$ cat src/rtl/stk_pkg.sv
package stk_pkg;

    typedef enum logic [1:0] {
        ST_IDLE     = 2'd0,
        ST_PC_HI    = 2'd1,
        ST_LIM_HOLD = 2'd2
    } stk_state_e;

    typedef enum logic [2:0] {
        OP_NONE  = 3'd0,
        OP_PUSH  = 3'd1,
        OP_POP   = 3'd2,
        OP_PC_LO = 3'd3,
        OP_PC_HI = 3'd4
    } stk_op_e;

endpackage

$ cat src/rtl/stk_addr_gen.sv
module stk_addr_gen #(
    parameter int DW = 16
) (
    input  logic [DW-1:0] sp,
    input  logic          is_pop,
    output logic [DW-1:0] acc_addr,
    output logic [DW-1:0] sp_inc,
    output logic [DW-1:0] sp_dec,
    output logic          borrow
);
    localparam logic [DW:0] STEP = (DW+1)'(2);

    logic [DW:0] dec_full;

    always_comb begin
        dec_full = {1'b0, sp} - STEP;
        sp_dec   = dec_full[DW-1:0];
        sp_inc   = sp + DW'(2);
        borrow   = is_pop & dec_full[DW];
        acc_addr = is_pop ? sp_dec : sp;
    end
endmodule

$ cat src/rtl/stk_bound_chk.sv
module stk_bound_chk #(
    parameter int              DW    = 16,
    parameter logic [DW-1:0]   FLOOR = 16'h0800
) (
    input  logic [DW-1:0] addr,
    input  logic [DW-1:0] lim,
    input  logic          borrow,
    output logic          over,
    output logic          under
);
    always_comb begin
        under = borrow | (addr < FLOOR);
        over  = ~under & (addr > lim);
    end
endmodule

$ cat src/rtl/stk_frame_fmt.sv
module stk_frame_fmt #(
    parameter int DW  = 16,
    parameter int PCW = 23,
    parameter int SRW = 8
) (
    input  logic [PCW-1:0] pc,
    input  logic [SRW-1:0] sr,
    input  logic           is_exc,
    output logic [DW-1:0]  lo_word,
    output logic [DW-1:0]  hi_word
);
    localparam int UPW = PCW - DW;
    localparam int PAD = DW - UPW - SRW;

    logic [SRW-1:0] top_bits;

    assign lo_word  = pc[DW-1:0];
    assign top_bits = is_exc ? sr : '0;

    generate
        if (PAD > 0) begin : g_pad
            assign hi_word = {top_bits, {PAD{1'b0}}, pc[PCW-1:DW]};
        end else begin : g_nopad
            assign hi_word = {top_bits, pc[PCW-1:DW]};
        end
    endgenerate
endmodule

$ cat src/rtl/stk_ptr_unit.sv
module stk_ptr_unit
    import stk_pkg::*;
#(
    parameter int            DW     = 16,
    parameter int            PCW    = 23,
    parameter int            SRW    = 8,
    parameter logic [DW-1:0] FLOOR  = 16'h0800,
    parameter logic [DW-1:0] SP_RST = 16'h0800
) (
    input  logic           clk,
    input  logic           rst_n,
    input  logic           push_req,
    input  logic           pop_req,
    input  logic [DW-1:0]  push_data,
    input  logic           pcpush_req,
    input  logic           pcpush_exc,
    input  logic [PCW-1:0] pc_val,
    input  logic [SRW-1:0] stat_low,
    input  logic           sp_wr,
    input  logic           lim_wr,
    input  logic [DW-1:0]  reg_wdata,
    output logic [DW-1:0]  mem_addr,
    output logic           mem_we,
    output logic           mem_re,
    output logic [DW-1:0]  mem_wdata,
    output logic           busy,
    output logic [DW-1:0]  sp_val,
    output logic           trap,
    output logic           trap_under
);
    localparam logic [DW-1:0] ALIGN_MASK = ~DW'(1);

    stk_state_e    state_q, state_d;
    stk_op_e       op;
    logic [DW-1:0] sp_q, sp_d;
    logic [DW-1:0] lim_q;
    logic [DW-1:0] hi_q;
    logic          trap_q, under_q;

    logic [DW-1:0] acc_addr, sp_inc, sp_dec;
    logic [DW-1:0] lo_word, hi_word;
    logic          borrow, over, under, access, bad, reg_acc;

    stk_addr_gen #(.DW(DW)) u_addr (
        .sp       (sp_q),
        .is_pop   (op == OP_POP),
        .acc_addr (acc_addr),
        .sp_inc   (sp_inc),
        .sp_dec   (sp_dec),
        .borrow   (borrow)
    );

    stk_bound_chk #(.DW(DW), .FLOOR(FLOOR)) u_chk (
        .addr   (acc_addr),
        .lim    (lim_q),
        .borrow (borrow),
        .over   (over),
        .under  (under)
    );

    stk_frame_fmt #(.DW(DW), .PCW(PCW), .SRW(SRW)) u_fmt (
        .pc      (pc_val),
        .sr      (stat_low),
        .is_exc  (pcpush_exc),
        .lo_word (lo_word),
        .hi_word (hi_word)
    );

    // operation select and next state
    always_comb begin
        op      = OP_NONE;
        state_d = state_q;
        reg_acc = 1'b0;
        unique case (state_q)
            ST_IDLE: begin
                if (sp_wr || lim_wr) begin
                    reg_acc = 1'b1;
                    if (lim_wr) state_d = ST_LIM_HOLD;      // LIM_LOCK
                end else if (pcpush_req) begin
                    op = OP_PC_LO;
                end else if (push_req) begin
                    op = OP_PUSH;
                end else if (pop_req) begin
                    op = OP_POP;
                end
                if (op == OP_PC_LO && !bad) state_d = ST_PC_HI; // PC_START
            end
            ST_PC_HI: begin
                op      = OP_PC_HI;
                state_d = ST_IDLE;                          // PC_DONE
            end
            ST_LIM_HOLD: begin
                state_d = ST_IDLE;                          // LIM_FREE
            end
            default: state_d = ST_IDLE;
        endcase
    end

    assign access = (op != OP_NONE);
    assign bad    = access & (over | under);

    // pointer next value
    always_comb begin
        sp_d = sp_q;
        if (reg_acc && sp_wr) begin
            sp_d = reg_wdata & ALIGN_MASK;
        end else if (access && !bad) begin
            sp_d = (op == OP_POP) ? sp_dec : sp_inc;
        end
    end

    // state register process
    always_ff @(posedge clk or negedge rst_n) begin
        if (!rst_n) begin
            state_q <= ST_IDLE;
            sp_q    <= SP_RST;
            hi_q    <= '0;
            trap_q  <= 1'b0;
            under_q <= 1'b0;
        end else begin
            state_q <= state_d;
            sp_q    <= sp_d;
            trap_q  <= bad;
            under_q <= bad & under;
            if (op == OP_PC_LO) hi_q <= hi_word;
        end
    end

    // limit register: no reset value
    always_ff @(posedge clk) begin
        if (reg_acc && lim_wr) lim_q <= reg_wdata & ALIGN_MASK;
    end

    // output process
    always_comb begin
        mem_addr  = acc_addr;
        mem_we    = 1'b0;
        mem_re    = 1'b0;
        mem_wdata = '0;
        busy      = (state_q != ST_IDLE);
        unique case (op)
            OP_PUSH:  begin mem_we = ~bad; mem_wdata = push_data; end
            OP_PC_LO: begin mem_we = ~bad; mem_wdata = lo_word;   end
            OP_PC_HI: begin mem_we = ~bad; mem_wdata = hi_q;      end
            OP_POP:   begin mem_re = ~bad;                        end
            default:  mem_addr = sp_q;
        endcase
    end

    assign sp_val     = sp_q;
    assign trap       = trap_q;
    assign trap_under = under_q;

    // assertions
    AST_RESET_SP: assert property (@(posedge clk) $rose(rst_n) |-> sp_q == SP_RST);
    AST_SP_ALIGNED: assert property (@(posedge clk) disable iff (!rst_n) !sp_q[0]);
    AST_PUSH_STEP: assert property (@(posedge clk) disable iff (!rst_n)
        mem_we |=> sp_q == $past(sp_q) + DW'(2));
    AST_POP_STEP: assert property (@(posedge clk) disable iff (!rst_n)
        mem_re |=> sp_q == $past(sp_q) - DW'(2));
    AST_NO_OVERFLOW: assert property (@(posedge clk) disable iff (!rst_n)
        (mem_we || mem_re) |-> mem_addr <= lim_q);
    AST_NO_UNDERFLOW: assert property (@(posedge clk) disable iff (!rst_n)
        (mem_we || mem_re) |-> mem_addr >= FLOOR);
    AST_TRAP_HOLDS_SP: assert property (@(posedge clk) disable iff (!rst_n)
        trap |-> sp_q == $past(sp_q));
    AST_ONE_ACCESS: assert property (@(posedge clk) disable iff (!rst_n)
        !(mem_we && mem_re));
    AST_LIM_HOLD: assert property (@(posedge clk) disable iff (!rst_n)
        (state_q == ST_IDLE && lim_wr) |=> busy && !mem_we && !mem_re);
    AST_PC_SECOND: assert property (@(posedge clk) disable iff (!rst_n)
        (state_q == ST_IDLE && !sp_wr && !lim_wr && pcpush_req && mem_we) |=> busy);
endmodule

$ cat config.mk
export PLATFORM = sky130hd
export DESIGN_NAME = stk_ptr_unit
export DESIGN_NICKNAME = d
export VERILOG_FILES = /design/src/rtl/stk_pkg.sv /design/src/rtl/stk_addr_gen.sv /design/src/rtl/stk_bound_chk.sv /design/src/rtl/stk_frame_fmt.sv /design/src/rtl/stk_ptr_unit.sv
export SDC_FILE = /design/constraint.sdc
export NUM_CORES = 1
export LEC_CHECK = 0
export ABC_AREA = 1
export BUFFER_PORTS_ARGS = -buffer_cell sky130_fd_sc_hd__buf_2
export CORE_UTILIZATION = 35
export CTS_CLUSTER_SIZE = 12
export DETAILED_ROUTE_END_ITERATION = 10
export PLACE_DENSITY_LB_ADDON = 0.3
export RECOVER_POWER = 25
export SYNTH_ARGS = -nofsm -noshare
export SYNTH_HDL_FRONTEND = slang
export SYNTH_SLANG_ARGS = --single-unit
$ cat constraint.sdc
create_clock -name clk -period 6.9 [get_ports clk]
set_clock_uncertainty 0.2 [all_clocks]
set_input_delay 1.38 -clock clk [delete_from_list [all_inputs] [get_ports clk]]
set_output_delay 1.38 -clock clk [all_outputs]
set_load 0.005 [all_outputs]
### Yosys cells after proc, flatten, opt, wreduce, memory -nomap -nowiden

Index checks and enable logic that the tools add are counted.

* flip-flop bits (word level): 50
* bits of input ports: 71
* output and inout bits: 53
* logic and storage cells: 60

* $add $sub $neg: 2
* order comparisons: 2
* equality and inequality tests: 8
* muxes and demuxes: 21
* bitwise gates (word level): 8
* reductions and logical operators: 13

Operator list (number)
* 2-to-1 mux 16 bit: 5
* one-hot mux 16 bit (3 select lines): 1
* subtractor 16 x 2 -> 17 bit (second input constant): 1
* adder 16 x 2 -> 16 bit (second input constant): 1
* greater-than comparator 16 bit: 1
* less-than comparator 16 x 12 -> 1 bit (second input constant): 1
* 2-to-1 mux 2 bit: 8
* == test 3 x 2 -> 1 bit (second input constant): 3
* 2-to-1 mux 8 bit: 1
* inequality test 3 bit (second input constant): 2
* one-hot mux 3 bit (2 select lines): 1
* AND 1 bit: 4
* logical AND 1 bit: 4
* 2-to-1 mux 1 bit: 4
* nonzero test 2 bit: 2
* OR reduction 4 bit: 1
* == test 3 x 1 -> 1 bit (second input constant): 1
* == test 3 bit (second input constant): 1
* 2-to-1 mux 3 bit: 1
* nonzero test 3 bit: 1
* OR reduction 3 bit: 1
* == test 2 x 1 -> 1 bit (second input constant): 1
* zero test 2 bit: 1
* inverter 1 bit: 2
* 4 further kinds: 5

### Depth between registers and ports, before layout

* depth in word-level cells: 18
* depth in mapped cells: 22
* depth with buffers taken out: 20

### Cells and area by module

Synthesis repeated with hierarchy kept, for this count alone.

* cell total of the unflattened synthesis: 675
* area, all modules: 4548.1 um^2

By module, submodules not included
* stk_ptr_unit: times used 1, cells an instance 383, area each 2866.5 um^2, sequential area each 1352.5 um^2
* stk_addr_gen: times used 1, cells an instance 173, area each 969.7 um^2, sequential area each 0.0 um^2
* stk_bound_chk: times used 1, cells an instance 77, area each 462.9 um^2, sequential area each 0.0 um^2
* stk_frame_fmt: times used 1, cells an instance 42, area each 249.0 um^2, sequential area each 0.0 um^2

### Least setup slack after synthesis

Ideal clock, no wire load.

* path kind: input -> output
* from: input pcpush_req
* to: output mem_we
* arrival time: 3.698 ns
* data required time: 5.320 ns
* slack: 1.622 ns
* stages: 21
* buffers on the path: 3
* cell sequence: inv_2 -> nand2_1 -> nand2_2 -> nor2_8 -> nor2_4 -> buf_6 -> clkbuf_1 -> clkbuf_1 -> o21bai_1 -> ha_1 -> a21oi_1 -> nor2_1 -> nor2_1 -> nand3_1 -> nand3_1 -> nand2_1 -> nand2_1 -> nand3_1 -> nand2_1 -> o21ai_0 -> inv_1

* longest elaborated chain between the ends: 14
* elaborated cells between the ends (all ways): 21
* classes of those cells: 2 x order compare; 4 x eq/ne; 6 x mux; 7 x bitwise; 2 x reduce/logical

RTL lines
* start, declared: line stk_ptr_unit.sv:15 `input logic pcpush_req,`
* 2-to-1 mux 2 bit *: line stk_ptr_unit.sv:79 `end else if (pcpush_req) begin`
* 2-to-1 mux 2 bit *: line stk_ptr_unit.sv:76 `if (sp_wr || lim_wr) begin`
* 2-to-1 mux 3 bit *: line stk_ptr_unit.sv:74 `unique case (state_q)`
* one-hot mux 3 bit (2 select lines) *: line stk_ptr_unit.sv:74
* == test 3 x 2 -> 1 bit: line stk_ptr_unit.sv:46 `.is_pop (op == OP_POP),`
* 2-to-1 mux 16 bit: line stk_addr_gen.sv:20 `acc_addr = is_pop ? sp_dec : sp;`
* less-than comparator 16 x 12 -> 1 bit: line stk_bound_chk.sv:12 `under = borrow | (addr < FLOOR);`
* OR 1 bit: line stk_bound_chk.sv:12
* inverter 1 bit: line stk_bound_chk.sv:13 `over = ~under & (addr > lim);`
* AND 1 bit: line stk_bound_chk.sv:13
* OR 1 bit: line stk_ptr_unit.sv:100 `assign bad = access & (over | under);`
* AND 1 bit: line stk_ptr_unit.sv:100
* inverter 1 bit: line stk_ptr_unit.sv:142, stk_ptr_unit.sv:143, stk_ptr_unit.sv:144
* 2-to-1 mux 1 bit *
* end, declared: line stk_ptr_unit.sv:23 `output logic mem_we,`

Mark *: on every way between the ends. The rest lies on a longest branch, timed or not. The select of a mux whose other input is x is not followed.

### Worst setup path after layout

* from: input lim_wr
* to: output mem_we

* longest elaborated chain between the ends: 14
* elaborated cells between the ends (all ways): 21
* classes of those cells: 2 x order compare; 4 x eq/ne; 5 x mux; 7 x bitwise; 3 x reduce/logical

RTL lines
* start, declared: line stk_ptr_unit.sv:20 `input logic lim_wr,`
* logical OR 1 bit *: line stk_ptr_unit.sv:76
* 2-to-1 mux 2 bit *: line stk_ptr_unit.sv:76
* 2-to-1 mux 3 bit *: line stk_ptr_unit.sv:74
* one-hot mux 3 bit (2 select lines) *: line stk_ptr_unit.sv:74
* == test 3 x 2 -> 1 bit: line stk_ptr_unit.sv:46
* 2-to-1 mux 16 bit: line stk_addr_gen.sv:20
* less-than comparator 16 x 12 -> 1 bit: line stk_bound_chk.sv:12
* OR 1 bit: line stk_bound_chk.sv:12
* inverter 1 bit: line stk_bound_chk.sv:13
* AND 1 bit: line stk_bound_chk.sv:13
* OR 1 bit: line stk_ptr_unit.sv:100
* AND 1 bit: line stk_ptr_unit.sv:100
* inverter 1 bit: line stk_ptr_unit.sv:142, stk_ptr_unit.sv:143, stk_ptr_unit.sv:144
* 2-to-1 mux 1 bit *

Marked as above.

==> run_results.csv <==
group,metric,value,unit
run_status,outcome,"finished with violations",
run_status,violations,"capacitance limit, slew limit",
placement,port_buffers,120,
sta,min_period_over_period,0.8463,
drt,wl_per_cell,13.45,microns
drt,routed_wl,10560,microns
sta,period_needed,5.839,ns
logic_synthesis,syn-instance-count,540,
clock_tree,root_buffer,"clkbuf_8",
drt,drt_iter0_markers,151,
global_routing,antenna_found_initial,0,
drt,viasPerCell,4.913,
clock_tree,cts_htree_levels,2,
floorplan,placementRows,37,
floorplan,die_h,106.4,microns
clock_tree,numCtsBuffers,5,
clock_tree,cts_resized,0,
logic_synthesis,netlist_area,0.003811,sq mm
drt,drtAntennaViolNets,0,
setup_path,r2r_setup_slack,3.14,ns
floorplan,dieArea,0.01131,sq mm
layout,nets,738,
floorplan,num_io_pins,124,
sta,holdWs,0.2912,ns
logic_synthesis,yosys_warnings,0,
layout,syn2layout_area_growth,19.86,%
sta,max_clock_freq,171.3,MHz
drt,drcViolationCount,0,
floorplan,start_util,0.3643,
clock_tree,postCtsSetupRepairBufs,0,
setup_path,cp-end-kind,"primary output",
min_path,hold_path_startpoint,"hi_q[4]",
sta,slew_headroom,-0.2800,
placement,dp_hpwl,8069,microns
sta,setup_viol,0,
pwr,ir_drop,0.1258,mV
logic_synthesis,synth_edf_count,15,
pwr,power.density,314.5,mW/mm^2
drt,drtPass1Iterations,5,
layout,n_antenna_cell,0,
setup_path,path_class,"in -> out",
logic_synthesis,ys.flop_type,"dfrtp_1",
global_routing,first_global_vias,3731,
floorplan,coreArea,0.01046,sq mm
run,maxCapViolCount,1,
clock_tree,cts_hold_buf,0,
setup_path,startpoint,"lim_wr",
setup_path,timing.rr.start,"state_q[1]",
setup_path,cp_data_arrival_time,4.26,ns
min_path,min_to,"hi_q[4]",
global_routing,grt_max_degree,36,
global_routing,grt_overflow,0,
clock_tree,cts_tree,"built",
global_routing,grt_pass1_wl,17360,microns
setup_path,cp_max_fo,16,
sta,rsz0062_at_grt,"no",
logic_synthesis,synthDistinctLibCells,37,
setup_path,critPathRequiredTime,5.32,ns
clock_tree,cts_buffer_depth,2,
sta,worstMarginPinSlew,1.920,ns
logic_synthesis,async_flop_share,0.6939,
logic_synthesis,ys_ff_latch,49,
setup_path,startpoint_type,"primary input",
floorplan,die_w,106.4,microns
clock_tree,clk_latency,0.32,ns
layout,fillers,1118,
sta,hold_violations,0,
sta,tns,0,ns
global_routing,grtUsageTotal,0.1931,
logic_synthesis,yosysSeqAreaShare,0.3418,
setup_path,worstReg2RegEnd,"sp_val[4]",
drt,vias,3857,
min_path,hold_class,"reg -> reg",
logic_synthesis,postSynthAreaPerCell,7.058,sq um
layout,drive_above_1_share,0.2388,
clock_tree,cts.clk_slew.worst_paths,0.10,ns
sta,drv_slew,35,
clock_tree,clkSinkCount,49,
pwr,leakagePower,2.395,nW
min_path,holdPathStages,2,
placement,finalWeightedCongestion,0.8301,
setup_path,worstRegToRegCells,15,
==> per-layer routing <==
metal | vias up | part of all wire | GRT usage
met5 | - | 0 | 0
li1 | 1968 | - | -
met1 | 1727 | 0.42 | 0.2283
met3 | 11 | 0.071 | 0.03985
met2 | 151 | 0.49 | 0.3511
met4 | 0 | 0.014 | 0.05159
==> state kept, by name, summed over array words and instances (netlist names) <==
| register | cells |
|---|---|
| trap | 1 |
| trap_under | 1 |
| hi_q | 15 |
| lim_q | 15 |
| state_q | 2 |
| sp_val | 15 |
==> report_power, final <==
part	leakage (nW)	total [mW]	internal (mW)	switching [mW]
Combinational	1.78	0.758	0.298	0.460
Sequential	0.563	0.484	0.379	0.105
Clock	0.0518	0.195	0.0836	0.111
Total	2.40	1.44	0.760	0.677
==> placed cells by master (no fill, tap or decap), types with 3 or more instances in the layout <==
| master | n |
|---|---|
| nand3_2 | 6 |
| o211ai_1 | 8 |
| nand3_1 | 49 |
| inv_1 | 49 |
| xor2_1 | 11 |
| nor2_4 | 4 |
| nand2_1 | 165 |
| clkbuf_8 | 6 |
| nand2_2 | 3 |
| nor2_1 | 55 |
| inv_2 | 9 |
| buf_2 | 106 |
| a21oi_1 | 16 |
| a22oi_1 | 6 |
| o21ai_0 | 27 |
| nor2_2 | 6 |
| edfxtp_1 | 15 |
| o21bai_1 | 12 |
| buf_4 | 3 |
| clkbuf_1 | 14 |
| a31oi_1 | 6 |
| ha_1 | 19 |
| dfrtp_1 | 33 |
| nor4_1 | 3 |
==> final cells by class <==
cell class / instances / area, sq um / share of cell area
multi-input combinational: 411 / 2172 / 0.4755
inverter: 58 / 217.7 / 0.04766
tap: 136 / 170.2 / 0.03725
clock buffer: 6 / 82.58 / 0.01808
timing repair buffer: 123 / 605.6 / 0.1326
sequential: 49 / 1303 / 0.2851
clock inverter: 2 / 17.52 / 0.003835
==> cells in the mapped netlist, drive strengths merged, types with 2 or more instances <==
master	number	share of area
a31oi	6	0.0099
a22oi	6	0.012
edfxtp	15	0.12
inv	58	0.057
clkbuf	14	0.014
nand4	3	0.0089
xor2	11	0.025
nand2	169	0.17
a21oi	17	0.023
o21bai	12	0.024
buf	9	0.019
nor2	66	0.080
nor3	3	0.0066
nand3	55	0.080
ha	19	0.062
nor4	3	0.0049
or2	2	0.0033
dfrtp	33	0.22
o211ai	8	0.016
o21ai	27	0.035
==> cells by family after synthesis <==
family | count (synthesis) | share of synthesized area
simple gates | 301 | 0.3546
compound gates | 78 | 0.1251
other cells | 1 | 0.0009840
xor+xnor | 11 | 0.02528
fa+ha+maj | 19 | 0.06238
flops | 49 | 0.3418
buf+inv | 81 | 0.08995
==> worst max-delay path, stage by stage <==
cell and delay (ns):
clkbuf_1 0.11, nor2_4 0.15, inv_2 0.05, a21oi_2 0.15, nand3_2 0.32, buf_4 0.32
nor3_1 0.24, o21bai_1 0.17, ha_1 0.26, a21oi_1 0.13, nor2_1 0.05, nor2_1 0.08
nand3_1 0.07, nand3_1 0.07, nand2_1 0.05, nand2_1 0.15, nand3_1 0.10, nand2_1 0.12
o21ai_0 0.10, inv_1 0.08, buf_2 0.12
==> how the worst max path moves through the flow <==
| stage | end | slack, ns | cells past startpoint |
|---|---|---|---|
| floorplan | mem_we | 1.62 | 21 |
| global placement | mem_we | 1.08 | 21 |
| detailed placement | mem_we | 1.07 | 21 |
| CTS | mem_we | 1.06 | 21 |
| global route | mem_we | 0.76 | 21 |
| finish | mem_we | 1.06 | 21 |
==> stage by stage <==
stage	cell area (sq um)	instances	setup WS, ns	utilization	power, mW
4_1_cts	4586	785	1.060	0.4383	1.448
3_3_place_gp	4486	777	1.084	0.4287	1.231
6_report	4568	785	1.061	0.4366	1.437
5_1_grt	4568	785	0.7620	0.4366	1.579
2_1_floorplan	3815	541	1.622	-	1.001
3_5_place_dp	4486	777	1.069	0.4287	1.251
Power figures use the tool's default switching activity.
